### src/rtl/irx_cfg_pkg.sv
package irx_cfg_pkg;

   typedef enum logic [1:0] {
      OP_WRITE   = 2'd0,
      OP_READ    = 2'd1,
      OP_RESET   = 2'd2,
      OP_POWERUP = 2'd3
   } irx_op_e;

   typedef enum logic [3:0] {
      ST_IDLE, ST_RESET, ST_CMD, ST_WDATA, ST_WTAIL,
      ST_POLL, ST_RDATA, ST_DUMMY, ST_RTAIL
   } irx_stage_e;

   typedef enum logic [1:0] {
      PH_IDLE, PH_SETUP, PH_HIGH
   } irx_phase_e;

   typedef struct packed {
      irx_stage_e stage;
      logic       wr;
      logic [7:0] sh;
      logic [7:0] wdata;
   } irx_launch_t;

endpackage

### src/rtl/irx_tick_gen.sv
module irx_tick_gen #(
   parameter int DIV_W = 8
) (
   input  logic             clk,
   input  logic             rst_n,
   input  logic             restart,
   input  logic             run,
   input  logic [DIV_W-1:0] div,
   output logic             tick
);
   logic [DIV_W-1:0] cnt;

   assign tick = run && (cnt == div);

   always_ff @(posedge clk or negedge rst_n) begin
      if (!rst_n)                       cnt <= '0;
      else if (restart || !run || tick) cnt <= '0;
      else                              cnt <= cnt + DIV_W'(1);
   end
endmodule

### src/rtl/irx_pulse_gen.sv
module irx_pulse_gen
   import irx_cfg_pkg::*;
#(
   parameter int SETUP_TICKS = 2,
   localparam int SW = $clog2(SETUP_TICKS + 1)
) (
   input  logic clk,
   input  logic rst_n,
   input  logic tick,
   input  logic go,
   input  logic bit_in,
   input  logic rx_in,
   input  logic ack_in,
   output logic idle,
   output logic run,
   output logic link_clk,
   output logic link_txd,
   output logic done,
   output logic smp_rx,
   output logic smp_ack
);
   irx_phase_e    phase;
   logic [SW-1:0] scnt;

   assign idle = (phase == PH_IDLE);
   assign run  = !idle;

   always_ff @(posedge clk or negedge rst_n) begin
      if (!rst_n) begin
         phase    <= PH_IDLE;
         scnt     <= '0;
         link_clk <= 1'b0;
         link_txd <= 1'b0;
         done     <= 1'b0;
         smp_rx   <= 1'b0;
         smp_ack  <= 1'b1;
      end else begin
         done <= 1'b0;
         unique case (phase)
            PH_IDLE: if (go) begin
               phase    <= PH_SETUP;
               scnt     <= '0;
               link_txd <= bit_in;
            end
            PH_SETUP: if (tick) begin
               if (scnt == SW'(SETUP_TICKS - 1)) begin
                  phase    <= PH_HIGH;
                  link_clk <= 1'b1;
               end else begin
                  scnt <= scnt + SW'(1);
               end
            end
            PH_HIGH: if (tick) begin
               phase    <= PH_IDLE;
               link_clk <= 1'b0;
               done     <= 1'b1;
               smp_rx   <= rx_in;
               smp_ack  <= ack_in;
            end
            default: phase <= PH_IDLE;
         endcase
      end
   end
endmodule

### src/rtl/irx_cfg_seq.sv
module irx_cfg_seq
   import irx_cfg_pkg::*;
#(
   parameter int ADDR_W     = 7,
   parameter int IDX_W      = 3,
   parameter int POLL_MAX   = 10,
   parameter int RST_PULSES = 30,
   parameter int PU_ADDR    = 'h40,
   localparam int CMAX0 = (RST_PULSES > POLL_MAX) ? RST_PULSES : POLL_MAX,
   localparam int CMAX  = (CMAX0 > 8) ? CMAX0 : 8,
   localparam int CW    = $clog2(CMAX + 1)
) (
   input  logic              clk,
   input  logic              rst_n,
   input  logic              req_valid,
   input  logic [1:0]        req_op,
   input  logic [ADDR_W-1:0] req_addr,
   input  logic [IDX_W-1:0]  req_index,
   input  logic [7:0]        req_data,
   output logic              req_ready,
   output logic              busy,
   output logic              go,
   output logic              go_bit,
   input  logic              eng_idle,
   input  logic              eng_done,
   input  logic              smp_rx,
   input  logic              smp_ack,
   output logic              done,
   output logic [7:0]        rd_data,
   output logic              rd_replied
);
   localparam logic [ADDR_W-1:0] PU_A = ADDR_W'(PU_ADDR);

   irx_stage_e  stage, stage_d;
   logic [CW-1:0] cnt, cnt_d;
   logic [7:0]  sh, sh_d, wdata, wdata_d, mode_q, mode_d, rd_d;
   logic        is_wr, is_wr_d, pu_act, pu_act_d, rep_d, done_d, fin;
   logic [2:0]  pu_step, pu_step_d;
   irx_launch_t lnc_acc, lnc_nxt;

   function automatic irx_launch_t launch(irx_op_e op, logic [ADDR_W-1:0] a,
                                          logic [IDX_W-1:0] ix, logic [7:0] d);
      irx_launch_t l;
      l.stage = (op == OP_RESET) ? ST_RESET : ST_CMD;
      l.wr    = (op == OP_WRITE);
      l.sh    = 8'(a) | (8'(ix) << 1) | {7'd0, l.wr};
      l.wdata = d;
      return l;
   endfunction

   function automatic irx_launch_t pu_launch(logic [2:0] step, logic [7:0] mode);
      case (step)
         3'd0:    return launch(OP_RESET, PU_A, IDX_W'(0), 8'h00);
         3'd1:    return launch(OP_WRITE, PU_A, IDX_W'(0), 8'h17);
         3'd2:    return launch(OP_WRITE, PU_A, IDX_W'(1), mode);
         3'd3:    return launch(OP_WRITE, PU_A, IDX_W'(2), 8'hFF);
         default: return launch(OP_READ,  PU_A, IDX_W'(1), 8'h00);
      endcase
   endfunction

   assign req_ready = (stage == ST_IDLE);
   assign busy      = !req_ready;
   assign go        = busy && eng_idle && !eng_done;
   assign go_bit    = ((stage == ST_CMD) || (stage == ST_WDATA)) ? sh[0] : 1'b0;

   always_comb begin
      lnc_acc = (irx_op_e'(req_op) == OP_POWERUP) ? pu_launch(3'd0, req_data)
              : launch(irx_op_e'(req_op), req_addr, req_index, req_data);
      lnc_nxt = pu_launch(pu_step + 3'd1, mode_q);
   end

   always_comb begin
      stage_d = stage;  cnt_d = cnt;   sh_d = sh;     wdata_d = wdata;
      is_wr_d = is_wr;  pu_act_d = pu_act; pu_step_d = pu_step;
      mode_d  = mode_q; rd_d = rd_data;  rep_d = rd_replied;
      done_d  = 1'b0;   fin = 1'b0;
      if (stage == ST_IDLE) begin
         if (req_valid) begin
            pu_act_d  = (irx_op_e'(req_op) == OP_POWERUP);
            pu_step_d = 3'd0;
            mode_d    = req_data;
            stage_d   = lnc_acc.stage;
            sh_d      = lnc_acc.sh;
            is_wr_d   = lnc_acc.wr;
            wdata_d   = lnc_acc.wdata;
            cnt_d     = '0;
            rd_d      = 8'h00;
            rep_d     = 1'b0;
         end
      end else if (eng_done) begin
         unique case (stage)
            ST_RESET: if (cnt == CW'(RST_PULSES - 1)) fin = 1'b1;
                      else cnt_d = cnt + CW'(1);
            ST_CMD: begin
               sh_d = sh >> 1;
               if (cnt == CW'(7)) begin
                  cnt_d = '0;
                  if (is_wr) begin stage_d = ST_WDATA; sh_d = wdata; end
                  else stage_d = ST_POLL;
               end else cnt_d = cnt + CW'(1);
            end
            ST_WDATA: begin
               sh_d = sh >> 1;
               if (cnt == CW'(7)) begin stage_d = ST_WTAIL; cnt_d = '0; end
               else cnt_d = cnt + CW'(1);
            end
            ST_WTAIL: if (cnt == CW'(1)) fin = 1'b1;
                      else cnt_d = cnt + CW'(1);
            ST_POLL: begin
               if (!smp_ack) begin
                  stage_d = ST_RDATA; cnt_d = '0; rep_d = 1'b1;
               end else if (cnt == CW'(POLL_MAX - 1)) begin
                  stage_d = ST_DUMMY; cnt_d = '0;
               end else cnt_d = cnt + CW'(1);
            end
            ST_RDATA: begin
               rd_d[cnt[2:0]] = smp_rx;
               if (cnt == CW'(7)) begin stage_d = ST_RTAIL; cnt_d = '0; end
               else cnt_d = cnt + CW'(1);
            end
            ST_DUMMY: if (cnt == CW'(1)) begin stage_d = ST_RTAIL; cnt_d = '0; end
                      else cnt_d = cnt + CW'(1);
            ST_RTAIL: if (cnt == CW'(3)) fin = 1'b1;
                      else cnt_d = cnt + CW'(1);
            default: stage_d = ST_IDLE;
         endcase
         if (fin) begin
            if (pu_act && (pu_step != 3'd4)) begin
               pu_step_d = pu_step + 3'd1;
               stage_d   = lnc_nxt.stage;
               sh_d      = lnc_nxt.sh;
               is_wr_d   = lnc_nxt.wr;
               wdata_d   = lnc_nxt.wdata;
               cnt_d     = '0;
            end else begin
               stage_d  = ST_IDLE;
               pu_act_d = 1'b0;
               done_d   = 1'b1;
            end
         end
      end
   end

   always_ff @(posedge clk or negedge rst_n) begin
      if (!rst_n) begin
         stage <= ST_IDLE; cnt <= '0; sh <= '0; wdata <= '0; is_wr <= 1'b0;
         pu_act <= 1'b0; pu_step <= 3'd0; mode_q <= '0;
         rd_data <= '0; rd_replied <= 1'b0; done <= 1'b0;
      end else begin
         stage <= stage_d; cnt <= cnt_d; sh <= sh_d; wdata <= wdata_d;
         is_wr <= is_wr_d; pu_act <= pu_act_d; pu_step <= pu_step_d;
         mode_q <= mode_d; rd_data <= rd_d; rd_replied <= rep_d; done <= done_d;
      end
   end
endmodule

### src/rtl/irx_cfg_master.sv
module irx_cfg_master #(
   parameter int DIV_W       = 8,
   parameter int ADDR_W      = 7,
   parameter int IDX_W       = 3,
   parameter int SETUP_TICKS = 2,
   parameter int POLL_MAX    = 10,
   parameter int RST_PULSES  = 30,
   parameter int SYNC_STAGES = 2,
   parameter int PU_ADDR     = 'h40
) (
   input  logic              clk,
   input  logic              rst_n,
   input  logic [DIV_W-1:0]  half_div,
   input  logic              req_valid,
   output logic              req_ready,
   input  logic [1:0]        req_op,
   input  logic [ADDR_W-1:0] req_addr,
   input  logic [IDX_W-1:0]  req_index,
   input  logic [7:0]        req_data,
   output logic              busy,
   output logic              done,
   output logic [7:0]        rd_data,
   output logic              rd_replied,
   output logic              link_clk,
   output logic              link_txd,
   input  logic              link_rxd,
   input  logic              link_ack_n
);
   if (ADDR_W < 1 || ADDR_W > 8)      begin : g_bad_addr  $error("ADDR_W must be 1..8");       end
   if (IDX_W < 2 || IDX_W > 7)        begin : g_bad_idx   $error("IDX_W must be 2..7");        end
   if (SETUP_TICKS < 1)               begin : g_bad_setup $error("SETUP_TICKS must be >= 1");  end
   if (POLL_MAX < 1)                  begin : g_bad_poll  $error("POLL_MAX must be >= 1");     end
   if (RST_PULSES < 1)                begin : g_bad_rst   $error("RST_PULSES must be >= 1");   end
   if (SYNC_STAGES < 0)               begin : g_bad_sync  $error("SYNC_STAGES must be >= 0");  end
   if (PU_ADDR >= (1 << ADDR_W))      begin : g_bad_pua   $error("PU_ADDR exceeds ADDR_W");    end

   logic rx_s, ack_s;
   logic tick, eng_run, eng_idle, eng_done, smp_rx, smp_ack, go, go_bit;

   if (SYNC_STAGES == 0) begin : g_nosync
      assign rx_s  = link_rxd;
      assign ack_s = link_ack_n;
   end else begin : g_sync
      logic [SYNC_STAGES-1:0] rx_p, ack_p;
      always_ff @(posedge clk or negedge rst_n) begin
         if (!rst_n) begin
            rx_p  <= '0;
            ack_p <= '1;
         end else begin
            rx_p[0]  <= link_rxd;
            ack_p[0] <= link_ack_n;
            for (int i = 1; i < SYNC_STAGES; i++) begin
               rx_p[i]  <= rx_p[i-1];
               ack_p[i] <= ack_p[i-1];
            end
         end
      end
      assign rx_s  = rx_p[SYNC_STAGES-1];
      assign ack_s = ack_p[SYNC_STAGES-1];
   end

   irx_tick_gen #(.DIV_W(DIV_W)) u_tick (
      .clk(clk), .rst_n(rst_n), .restart(go), .run(eng_run),
      .div(half_div), .tick(tick)
   );

   irx_pulse_gen #(.SETUP_TICKS(SETUP_TICKS)) u_pulse (
      .clk(clk), .rst_n(rst_n), .tick(tick), .go(go), .bit_in(go_bit),
      .rx_in(rx_s), .ack_in(ack_s), .idle(eng_idle), .run(eng_run),
      .link_clk(link_clk), .link_txd(link_txd), .done(eng_done),
      .smp_rx(smp_rx), .smp_ack(smp_ack)
   );

   irx_cfg_seq #(
      .ADDR_W(ADDR_W), .IDX_W(IDX_W), .POLL_MAX(POLL_MAX),
      .RST_PULSES(RST_PULSES), .PU_ADDR(PU_ADDR)
   ) u_seq (
      .clk(clk), .rst_n(rst_n), .req_valid(req_valid), .req_op(req_op),
      .req_addr(req_addr), .req_index(req_index), .req_data(req_data),
      .req_ready(req_ready), .busy(busy), .go(go), .go_bit(go_bit),
      .eng_idle(eng_idle), .eng_done(eng_done), .smp_rx(smp_rx),
      .smp_ack(smp_ack), .done(done), .rd_data(rd_data), .rd_replied(rd_replied)
   );
endmodule

### config.mk
export PLATFORM = sky130hd
export DESIGN_NAME = irx_cfg_master
export DESIGN_NICKNAME = d
export VERILOG_FILES = /design/src/rtl/irx_cfg_pkg.sv /design/src/rtl/irx_tick_gen.sv /design/src/rtl/irx_pulse_gen.sv /design/src/rtl/irx_cfg_seq.sv /design/src/rtl/irx_cfg_master.sv
export SDC_FILE = /design/constraint.sdc
export NUM_CORES = 1
export LEC_CHECK = 0
export BUFFER_PORTS_ARGS = -buffer_cell sky130_fd_sc_hd__clkbuf_2
export CORE_ASPECT_RATIO = 0.9
export CORE_MARGIN = 3
export CORE_UTILIZATION = 43
export DETAILED_ROUTE_END_ITERATION = 7
export PLACE_DENSITY = 0.69
export SLEW_MARGIN = 10
export SYNTH_ARGS = -nofsm -noshare
export SYNTH_HDL_FRONTEND = slang
export SYNTH_SLANG_ARGS = --single-unit
### constraint.sdc
create_clock -name clk -period 3.1 [get_ports clk]
set_input_delay 0.62 -clock clk [delete_from_list [all_inputs] [get_ports clk]]
set_output_delay 0.62 -clock clk [all_outputs]
set_load 0.05 [all_outputs]
== After elaboration in Yosys (flattened, before gate mapping) ==
Cells that the tools add are included.

* Input bits: 33
* Register bits: 69
* Output and inout bits: 14
* Logic and storage cells: 198

* Eq/ne operators: 37
* Multiplexer cells: 96
* Bitwise logic cells: 2
* $add $sub $neg: 4
* Reduce and logical (&&, ||, !) cells: 36
* $lt $le $gt $ge: 2

{| class="wikitable"
|+ Operators with widths
! operator !! number
|-
| 2-to-1 mux 8 bit || 17
|-
| case mux 19 bit (4 select lines) || 1
|-
| 2-to-1 mux 5 bit || 12
|-
| 2-to-1 mux 4 bit || 10
|-
| 2-to-1 mux 1 bit || 31
|-
| case mux 5 bit (6 select lines) || 1
|-
| case mux 4 bit (6 select lines) || 1
|-
| AND reduction 4 bit || 6
|-
| 2-to-1 mux 21 bit || 1
|-
| 2-to-1 mux 2 bit || 9
|-
| 2-to-1 mux 3 bit || 6
|-
| equality test 4 x 3 -> 1 bit (second input constant) || 4
|-
| case mux 8 bit (2 select lines) || 1
|-
| nonzero test 2 bit || 7
|-
| != test 2 bit (second input constant) || 6
|-
| adder 8 x 1 -> 8 bit (second input constant) || 1
|-
| bitwise mux 8 bit || 1
|-
| equality test 4 x 2 -> 1 bit (second input constant) || 2
|-
| equality test 8 bit || 1
|-
| != test 4 x 1 -> 1 bit (second input constant) || 2
|-
| != test 4 x 3 -> 1 bit (second input constant) || 2
|-
| OR 8 x 1 -> 8 bit || 1
|-
| AND reduction 2 bit || 4
|-
| AND reduction 8 bit || 1
|-
| other kinds (34) || 49
|}

== Depth between registers and ports, before layout ==
Gate-level depths: netlist of the first run.

* Word-level depth: 8
* Mapped depth: 11
* Gate-level depth less buffers: 10

== Modules after synthesis ==
Synthesis of the first run repeated with hierarchy kept, for this count alone.

* Cells, all modules: 435
* Area total of the unflattened synthesis: 4214.0 µm²

{| class="wikitable"
|+ Modules (own cells, without submodules)
! module !! sequential area each (µm²) !! cells an instance !! area an instance (µm²) !! times used
|-
| irx_cfg_seq || 1201.2 || 350 || 3186.8 || 1
|-
| irx_tick_gen || 200.2 || 47 || 520.5 || 1
|-
| irx_pulse_gen || 226.5 || 34 || 404.1 || 1
|-
| irx_cfg_master || 102.6 || 4 || 102.6 || 1
|}

== Least setup slack after synthesis of the first run ==
OpenSTA, ideal clock, no wires.

* Kind: register -> register
* Start point: reg u_seq.stage[1]
* End point: reg u_seq.stage[1]
* Arrival: 2.255 ns
* Cell stages (with the launch flop): 8
* Period minus slack after synthesis: 2.383 ns
* Setup slack: 0.717 ns
* Path buffers: 1
* Path through: dfrtp_1 > buf_2 > or4_1 > inv_1 > nand2_1 > nand2_1 > and2_2 > mux2_1

{| class="wikitable"
|+ RTL lines
! item !! RTL line !! source
|-
| start: declaration || irx_cfg_seq.sv:34 || <nowiki>irx_stage_e stage, stage_d;</nowiki>
|-
| start signal: assignment || irx_cfg_seq.sv:146 || <nowiki>stage <= ST_IDLE; cnt <= '0; sh <= '0; wdata <= '0; is_wr <= 1'b0;</nowiki>
|-
| start signal: assignment || irx_cfg_seq.sv:150 || <nowiki>stage <= stage_d; cnt <= cnt_d; sh <= sh_d; wdata <= wdata_d;</nowiki>
|-
| logical NOT 4 bit (*) || - ||
|-
| net req_ready || irx_cfg_master.sv:15 || <nowiki>output logic req_ready,</nowiki>
|-
| != test 5 bit (no line) (tied with other cells) || - ||
|-
| AND reduction 8 bit (no line) || - ||
|}

Mark *: on every way through the listed nets, which the timed path passes. The rest lies on a longest branch. The select of a mux whose other input is x is not followed.
A chain may end at the register's enable or synchronous reset.

== Worst setup path in the final report of the first run ==
* Start point: reg u_seq.cnt[0]
* End point: reg u_seq.stage[1]

* Word-level cells in the longest chain between the ends: 8

{| class="wikitable"
|+ Ends and longest elaborated chain
! item !! RTL line !! source
|-
| start: declaration || irx_cfg_seq.sv:35 || <nowiki>logic [CW-1:0] cnt, cnt_d;</nowiki>
|-
| start signal: assignment || irx_cfg_seq.sv:146 ||
|-
| start signal: assignment || irx_cfg_seq.sv:150 ||
|-
| branches (longest 8 deep; another with AND reduction 8 bit) || - ||
|}

Parallel ways; which one is timed is not known. The select of a mux whose other input is x is not followed.

==> PnR_summary.wiki, run 1 <==
{| class="wikitable"
! Metric !! Value
|-
| Sequential group share of total power || 0.533
|-
| Worst-Skew Late Latency || 0.36 ns
|-
| Comb pwr share || 0.130
|-
| Largest net degree at the start of global routing || 40
|-
| Clock transition at the registers of the reported paths || 0.08 ns
|-
| Number of buffers added by the clock tree synthesis step || 9
|-
| Routed via count || 3,456
|-
| Routed Antenna Nets || 0
|-
| Dominant combinational cell family by area after synthesis || simple AND/OR/NAND/NOR gates
|-
| Total global routing overflow || 0
|-
| Switching power share of the total || 0.294
|-
| Cell type group with the largest total delay on the critical path || simple AND/OR/NAND/NOR gates
|-
| Post-cts repair resize count || 0
|-
| Cell count after placement || 594
|-
| Worst Max-Slew Pin Slew || 0.764 ns
|-
| Cell Count, Final, Fillers Out || 610
|-
| Simple-gate share of the synthesized area || 0.200
|-
| Area of the die || 10,600 sq um
|-
| Peak fanout along the critical path || 13
|-
| Largest stage delay, worst path || 0.60 ns
|-
| Number of design rule violations left after detail routing || 0
|-
| Total of endpoints with negative setup slack in the final report || 0
|-
| Synth Cell Area || 4060 sq um
|-
| Post-synthesis average cell area || 9.23 sq um
|-
| Area fraction in compound gates after synthesis || 0.198
|-
| Internal power consumption || 0.00139 W
|-
| Xor and xnor fraction of the mapped netlist area || 0.0410
|-
| Number of nets in the final layout || 530
|-
| TritonCTS clock tree || built
|-
| Sequential share of the synthesized area || 0.426
|-
| Number of global-route vias before repair || 3,362
|-
| Number of different library cells in the post-synthesis netlist || 70
|-
| Post-placement worst setup slack || 0.418 ns
|-
| Finished layout cell area || 4600 sq um
|-
| Sink Count || 69
|-
| Effective utilization at floorplan || 0.457
|-
| Length in cells of the worst reg-to-reg path || 7
|-
| Number of antenna violations at the first check in global routing || 0
|-
| Height of the die || 98.2 microns
|-
| Die boundary width || 108 microns
|-
| Post-Syn Nets || 484
|-
| Aggregate global-route resource usage || 0.195
|-
| Final core utilization || 0.518
|-
| Max-slew headroom || 0.490
|-
| DR WL/cell || 15.9 microns
|-
| Ratio of cells with drive above 1 in the final layout || 0.236
|-
| Max-Cap Viols || 0
|-
| H-tree depth || 3
|-
| Final hold violations || 0
|-
| Final sum of negative setup slack || 0 ns
|-
| Proportion of synthesized area in mux cells || 0.0527
|-
| Reported net switching power || 0.000580 W
|-
| FMAX || 365 MHz
|-
| Endpoint type of the worst setup path || flip-flop
|-
| Worst path bufs/invs || 0
|-
| Number of instances in the synthesized netlist || 440
|-
| Final count of pins violating max slew || 0
|-
| Power per cell area || 429 nW/um^2
|-
| Number of cells on the critical path || 7
|-
| Area grow syn2layout || 13.4%
|-
| Placed cell area || 4430 sq um
|-
| IR drop worst, VDD || 0.336 mV
|-
| Core box area || 8890 sq um
|-
| Unrepaired setup endpoints after global routing || no
|-
| Clock Skew || 0.0116 ns
|-
| Final wirelength || 9710 microns
|-
| Critical setup path kind || flip-flop to flip-flop
|-
| Antenna diode instance count || 0
|-
| Final HPWL DP || 7210 microns
|-
| Synth Area in Adders || 0.0364
|-
| Final period util || 0.883
|-
| Total I/O pin count || 47
|-
| Data arrival time of the critical path || 2.99 ns
|-
| Gp weighted congestion || 0.875
|-
| Most used DFF post-synth || sky130_fd_sc_hd__dfrtp_1
|-
| EDFF count, synth || 0
|-
| #FFs+latches synth || 69
|-
| Yosys Warn Count || 0
|-
| Final Critical Period || 2.74 ns
|-
| Async set-or-reset flop fraction in the synthesized netlist || 1.00
|-
| Routed vias/inst || 5.67
|-
| Leakage power of the design || 2.02 nW
|-
| Share of total power in the clock network || 0.337
|-
| Total number of placement rows || 32
|-
| First-pass GRT wire length || 16,700 microns
|-
| Number of iterations in the first detailed-routing pass || 6
|-
| CTS Root Buffer Type || sky130_fd_sc_hd__clkbuf_8
|-
| Hold bufs inserted after CTS || 0
|-
| Number of buffers on the longest clock path || 2
|-
| Starting DRT DRC Count || 196
|-
| Post-CTS repair timing setup buffer count || 0
|-
| Worst path cell trace || ha_1 -> or4b_1 -> a21boi_0 -> nand3_1 -> o21ai_2 -> and2_2 -> mux2_1
|-
| Worst hold-check path type || primary input to asynchronous set/reset pin
|-
| Required time at the worst-slack endpoint || 3.35 ns
|-
| Final setup slack of the worst path || 0.363 ns
|-
| Port Buffers || 46
|-
| Critical Path Slowest Stage Cell || sky130_fd_sc_hd__dfrtp_1
|-
| Outcome || completed
|-
| Category of the worst setup path launch point || flip-flop
|}
==> layout make-up <==
type,count,area (sq um)
Clock inverter,7,50.0
Inverter,16,60.1
Timing Repair Buffer,60,348
Fill cell,838,4280
Clock buffer,9,124
Tap cell,119,149
Sequential cell,69,1730
Multi-Input combinational cell,330,2140
==> cells in the final DEF (no fill, tap or decap), drive strengths merged, types with 5 or more instances in the layout <==
cell,synthesis,final
dfrtp,66,66
nor2,54,54
clkbuf,15,54
nand2,41,41
a21oi,36,36
o21ai,26,26
nand3,19,19
inv,16,17
buf,10,15
xnor2,13,13
ha,11,11
mux2,11,11
nor3,9,9
mux2i,9,9
xor2,6,6
o22ai,6,6
nand2b,5,5
nor2b,5,5
nand4,5,5
o311ai,5,5
==> cell families after synthesis <==
kind of cell / after synthesis
AOI/OAI and AO/OA: 114
xor gates and xnor gates: 19
adders and majority gates: 12
buffers and inverters: 41
DFF: 69
muxes: 20
and+or+nand+nor: 165
==> cells in the mapped netlist, drive strengths merged, types with 6 or more instances <==
cell	count	area, sq um
a21oi	36	221
buf	10	67.6
clkbuf	15	58.8
dfrtp	66	1650
ha	11	138
inv	16	60.1
mux2	11	124
mux2i	9	90.1
nand2	41	154
nand3	19	100
nor2	54	203
nor3	9	45.0
o21ai	26	138
o22ai	6	37.5
xnor2	13	114
xor2	6	52.6
==> worst reg2reg max path: stages, from the launching register on <==
cell	delay (ns)
sky130_fd_sc_hd__dfrtp_1	0.60
sky130_fd_sc_hd__ha_1	0.27
sky130_fd_sc_hd__or4b_1	0.57
sky130_fd_sc_hd__a21boi_0	0.20
sky130_fd_sc_hd__nand3_1	0.17
sky130_fd_sc_hd__o21ai_2	0.30
sky130_fd_sc_hd__and2_2	0.21
sky130_fd_sc_hd__mux2_1	0.31
==> power by group through the flow <==
stage	Sequential [W]	Clock [W]	Combinational, W
after floorplan	0.00105	0	0.000188
after global placement	0.00107	0	0.000250
after detailed placement	0.00107	0	0.000265
after CTS	0.00105	0.000677	0.000262
after global routing	0.00106	0.000709	0.000301
final	0.00105	0.000665	0.000257
==> flip-flops by register name, indices dropped and copies added, names as in the netlist, 2 cells and up <==
| name | count |
|---|---|
| g_sync.rx_p | 2 |
| u_seq.stage | 4 |
| u_seq.wdata | 8 |
| u_seq.mode_q | 8 |
| u_seq.rd_data | 8 |
| u_tick.cnt | 8 |
| u_seq.pu_step | 3 |
| u_seq.sh | 8 |
| u_pulse.phase | 2 |
| g_sync.ack_p | 2 |
| u_pulse.scnt | 2 |
| u_seq.cnt | 5 |
==> per-layer routing <==
| metal | vias to the layer above | global-route usage | part of all wire |
|---|---|---|---|
| met4 | 0 | 0.0728 | 0.023 |
| met2 | 106 | 0.299 | 0.47 |
| met3 | 26 | 0.0383 | 0.055 |
| met1 | 1661 | 0.273 | 0.45 |
| li1 | 1663 | - | - |
| met5 | - | 0 | 0 |
==> path summary, 6_finish.rpt <==
check / start / end / slack [ns]
worst min-delay path: rst_n / u_seq.mode_q[3]$_DFFE_PN0P_ / 0.33
worst max-delay path: u_seq.cnt[0]$_DFFE_PN0P_ / u_seq.stage[1]$_DFFE_PN0P_ / 0.36
worst max register to register: u_seq.cnt[0]$_DFFE_PN0P_ / u_seq.stage[1]$_DFFE_PN0P_ / 0.36
worst min register to register: g_sync.rx_p[0]$_DFF_PN0_ / g_sync.rx_p[1]$_DFF_PN0_ / 0.35
max in group asynchronous: rst_n / g_sync.ack_p[1]$_DFF_PN1_ / 2.04
min in group clk: link_ack_n / g_sync.ack_p[0]$_DFF_PN1_ / 0.35
==> metrics by stage <==
step	power (W)	hold WS, ns
global route	0.00207	0.336
global placement	0.00132	0.337
CTS	0.00199	0.328
floorplan	0.00124	0.324
detailed placement	0.00133	0.347
finish	0.00197	0.332
(Power assumes the default switching activity.)
==> run 2: changes to the inputs <==
--- a/config.mk
+++ b/config.mk
@@ -6,11 +6,13 @@
 export NUM_CORES = 1
 export LEC_CHECK = 0
 export BUFFER_PORTS_ARGS = -buffer_cell sky130_fd_sc_hd__clkbuf_2
+export CELL_PAD_IN_SITES_DETAIL_PLACEMENT = 1
+export CELL_PAD_IN_SITES_GLOBAL_PLACEMENT = 2
 export CORE_ASPECT_RATIO = 0.9
 export CORE_MARGIN = 3
-export CORE_UTILIZATION = 43
+export CORE_UTILIZATION = 37
 export DETAILED_ROUTE_END_ITERATION = 7
-export PLACE_DENSITY = 0.69
+export PLACE_DENSITY = 0.88
 export SLEW_MARGIN = 10
 export SYNTH_ARGS = -nofsm -noshare
 export SYNTH_HDL_FRONTEND = slang
==> PnR_summary.wiki, run 2 (synthesis results as in run 1) <==
{| class="wikitable"
! Metric !! Value
|-
| Sink Count || 69
|-
| Met3 Wirelength || 463 microns
|-
| Total of endpoints with negative setup slack in the final report || 0
|-
| Core box area || 10,500 sq um
|-
| Data arrival time of the critical path || 3.05 ns
|-
| Max-slew headroom || 0.514
|-
| Routed Antenna Nets || 0
|-
| Ratio of cells with drive above 1 in the final layout || 0.236
|-
| Clock transition at the registers of the reported paths || 0.06 ns
|-
| Final wirelength || 11,400 microns
|-
| Final HPWL DP || 8410 microns
|-
| Height of the die || 105 microns
|-
| Endpoint type of the worst setup path || flip-flop
|-
| Aggregate global-route resource usage || 0.200
|-
| Post-cts repair resize count || 0
|-
| IR drop worst, VDD || 0.278 mV
|-
| Area of the die || 12,300 sq um
|-
| Hold bufs inserted after CTS || 0
|-
| Post-CTS repair timing setup buffer count || 0
|-
| Length in cells of the worst reg-to-reg path || 7
|-
| Final Critical Period || 2.83 ns
|-
| Number of buffers added by the clock tree synthesis step || 9
|-
| Required time at the worst-slack endpoint || 3.32 ns
|-
| DR WL/cell || 18.4 microns
|-
| Number of design rule violations left after detail routing || 0
|-
| Total number of placement rows || 35
|-
| Final hold violations || 0
|-
| Worst hold-check path type || primary input to asynchronous set/reset pin
|-
| Gp weighted congestion || 0.873
|-
| Worst-Skew Late Latency || 0.34 ns
|-
| Fill cell instance count of the final layout || 1,203
|-
| Worst Max-Slew Pin Slew || 0.728 ns
|-
| H-tree depth || 3
|-
| Largest net degree at the start of global routing || 42
|-
| FMAX || 353 MHz
|-
| Number of antenna violations at the first check in global routing || 0
|-
| Power per cell area || 504 nW/um^2
|-
| Peak fanout along the critical path || 13
|-
| Total met2 wirelength after detailed routing || 5510 microns
|-
| Total I/O pin count || 47
|-
| CTS Root Buffer Type || sky130_fd_sc_hd__clkbuf_16
|-
| Clock Skew || 0.00434 ns
|-
| Commonest non-fill, non-tap cells in the layout || 66 x sky130_fd_sc_hd__dfrtp_1, 54 x sky130_fd_sc_hd__nor2_1, 45 x sky130_fd_sc_hd__clkbuf_2
|-
| Sequential standard cell area || 1730 sq um
|-
| Area grow syn2layout || 17.0%
|-
| Number of buffers on the longest clock path || 2
|-
| Routed vias/inst || 5.66
|-
| Port Buffers || 46
|-
| Highest metal layer with signal wires || met4
|-
| Category of the worst setup path launch point || flip-flop
|-
| Routed length on met1 || 5140 microns
|-
| Final sum of negative setup slack || 0 ns
|-
| Starting DRT DRC Count || 174
|-
| Outcome || completed
|-
| Final core utilization || 0.454
|-
| Critical setup path kind || flip-flop to flip-flop
|-
| Final count of pins violating max slew || 0
|-
| Number of nets in the final layout || 530
|-
| Number of global-route vias before repair || 3,806
|-
| Max-Cap Viols || 0
|-
| Antenna diode instance count || 0
|-
| Number of iterations in the first detailed-routing pass || 4
|-
| Die boundary width || 116 microns
|-
| Total global routing overflow || 0
|-
| Routed via count || 3,509
|-
| Effective utilization at floorplan || 0.388
|-
| Multi-input combinational cell area || 2140 sq um
|-
| Leakage power of the design || 2.09 nW
|-
| Most common library cell in the layout ignoring fill and taps || sky130_fd_sc_hd__dfrtp_1
|-
| TritonCTS clock tree || built
|-
| First-pass GRT wire length || 19,500 microns
|-
| Final period util || 0.914
|-
| Unrepaired setup endpoints after global routing || no
|}
==> run 2: changes by cell type in the layout (fill, tap and decap cells not counted) <==
cell | before | now
sky130_fd_sc_hd__clkinv_2 | 2 | 1
sky130_fd_sc_hd__inv_6 | 1 | 3
sky130_fd_sc_hd__clkbuf_16 | 0 | 9
sky130_fd_sc_hd__clkinv_4 | 1 | 0
sky130_fd_sc_hd__bufinv_16 | 0 | 1
sky130_fd_sc_hd__clkbuf_8 | 9 | 1
sky130_fd_sc_hd__clkinvlp_4 | 3 | 1
==> run 2: final cells by class <==
cell class	instances	share of cell area
sequential	69	0.364
multi-input combinational	330	0.451
inverter	16	0.0126
tap	129	0.0340
clock buffer	10	0.0503
timing repair buffer	60	0.0732
clock inverter	6	0.0145
==> run 2: per-layer routing <==
metal,global-route usage,up-vias
met5,0,-
met1,0.266,1740
met2,0.319,79
met3,0.0408,24
met4,0.0737,0
li1,-,1666
==> run 2: final timing paths <==
kind                                     startpoint                          end  slack [ns]
setup / recovery           u_seq.cnt[0]$_DFFE_PN0P_   u_seq.stage[1]$_DFFE_PN0P_        0.27
hold / removal                                rst_n      u_seq.sh[5]$_DFFE_PN0P_        0.34
setup reg to reg           u_seq.cnt[0]$_DFFE_PN0P_   u_seq.stage[1]$_DFFE_PN0P_        0.27
hold reg to reg            g_sync.rx_p[0]$_DFF_PN0_     g_sync.rx_p[1]$_DFF_PN0_        0.35
max in group asynchronous                     rst_n  u_pulse.smp_ack$_DFFE_PN1P_        2.03
min in group clk           g_sync.rx_p[0]$_DFF_PN0_     g_sync.rx_p[1]$_DFF_PN0_        0.35
==> run 2: power breakdown <==
| group | leakage [nW] | switching (W) | internal [W] |
|---|---|---|---|
| sequential | 0.817 | 0.0000827 | 0.000973 |
| clock | 0.150 | 0.000421 | 0.000652 |
| combinational | 1.12 | 0.000136 | 0.000132 |
==> run 2: worst max-delay path, stage by stage, from the launching register on <==
cell                       delay (ns)
sky130_fd_sc_hd__dfrtp_1         0.60
sky130_fd_sc_hd__ha_1            0.26
sky130_fd_sc_hd__or4b_1          0.59
sky130_fd_sc_hd__a21boi_0        0.23
sky130_fd_sc_hd__nand3_1         0.16
sky130_fd_sc_hd__o21ai_2         0.32
sky130_fd_sc_hd__and2_2          0.22
sky130_fd_sc_hd__mux2_1          0.32
==> run 2: metrics by stage <==
step	total power, W	setup slack (ns)	instance area (sq um)	cells	hold WS [ns]
3_3_place_gp	0.00132	0.455	4440	604	0.333
3_5_place_dp	0.00135	0.340	4440	604	0.339
6_report	0.00240	0.268	4750	620	0.339
4_1_cts	0.00243	0.305	4750	620	0.357
2_1_floorplan	0.00124	0.717	4060	440	0.324
5_1_grt	0.00253	0.101	4750	620	0.361
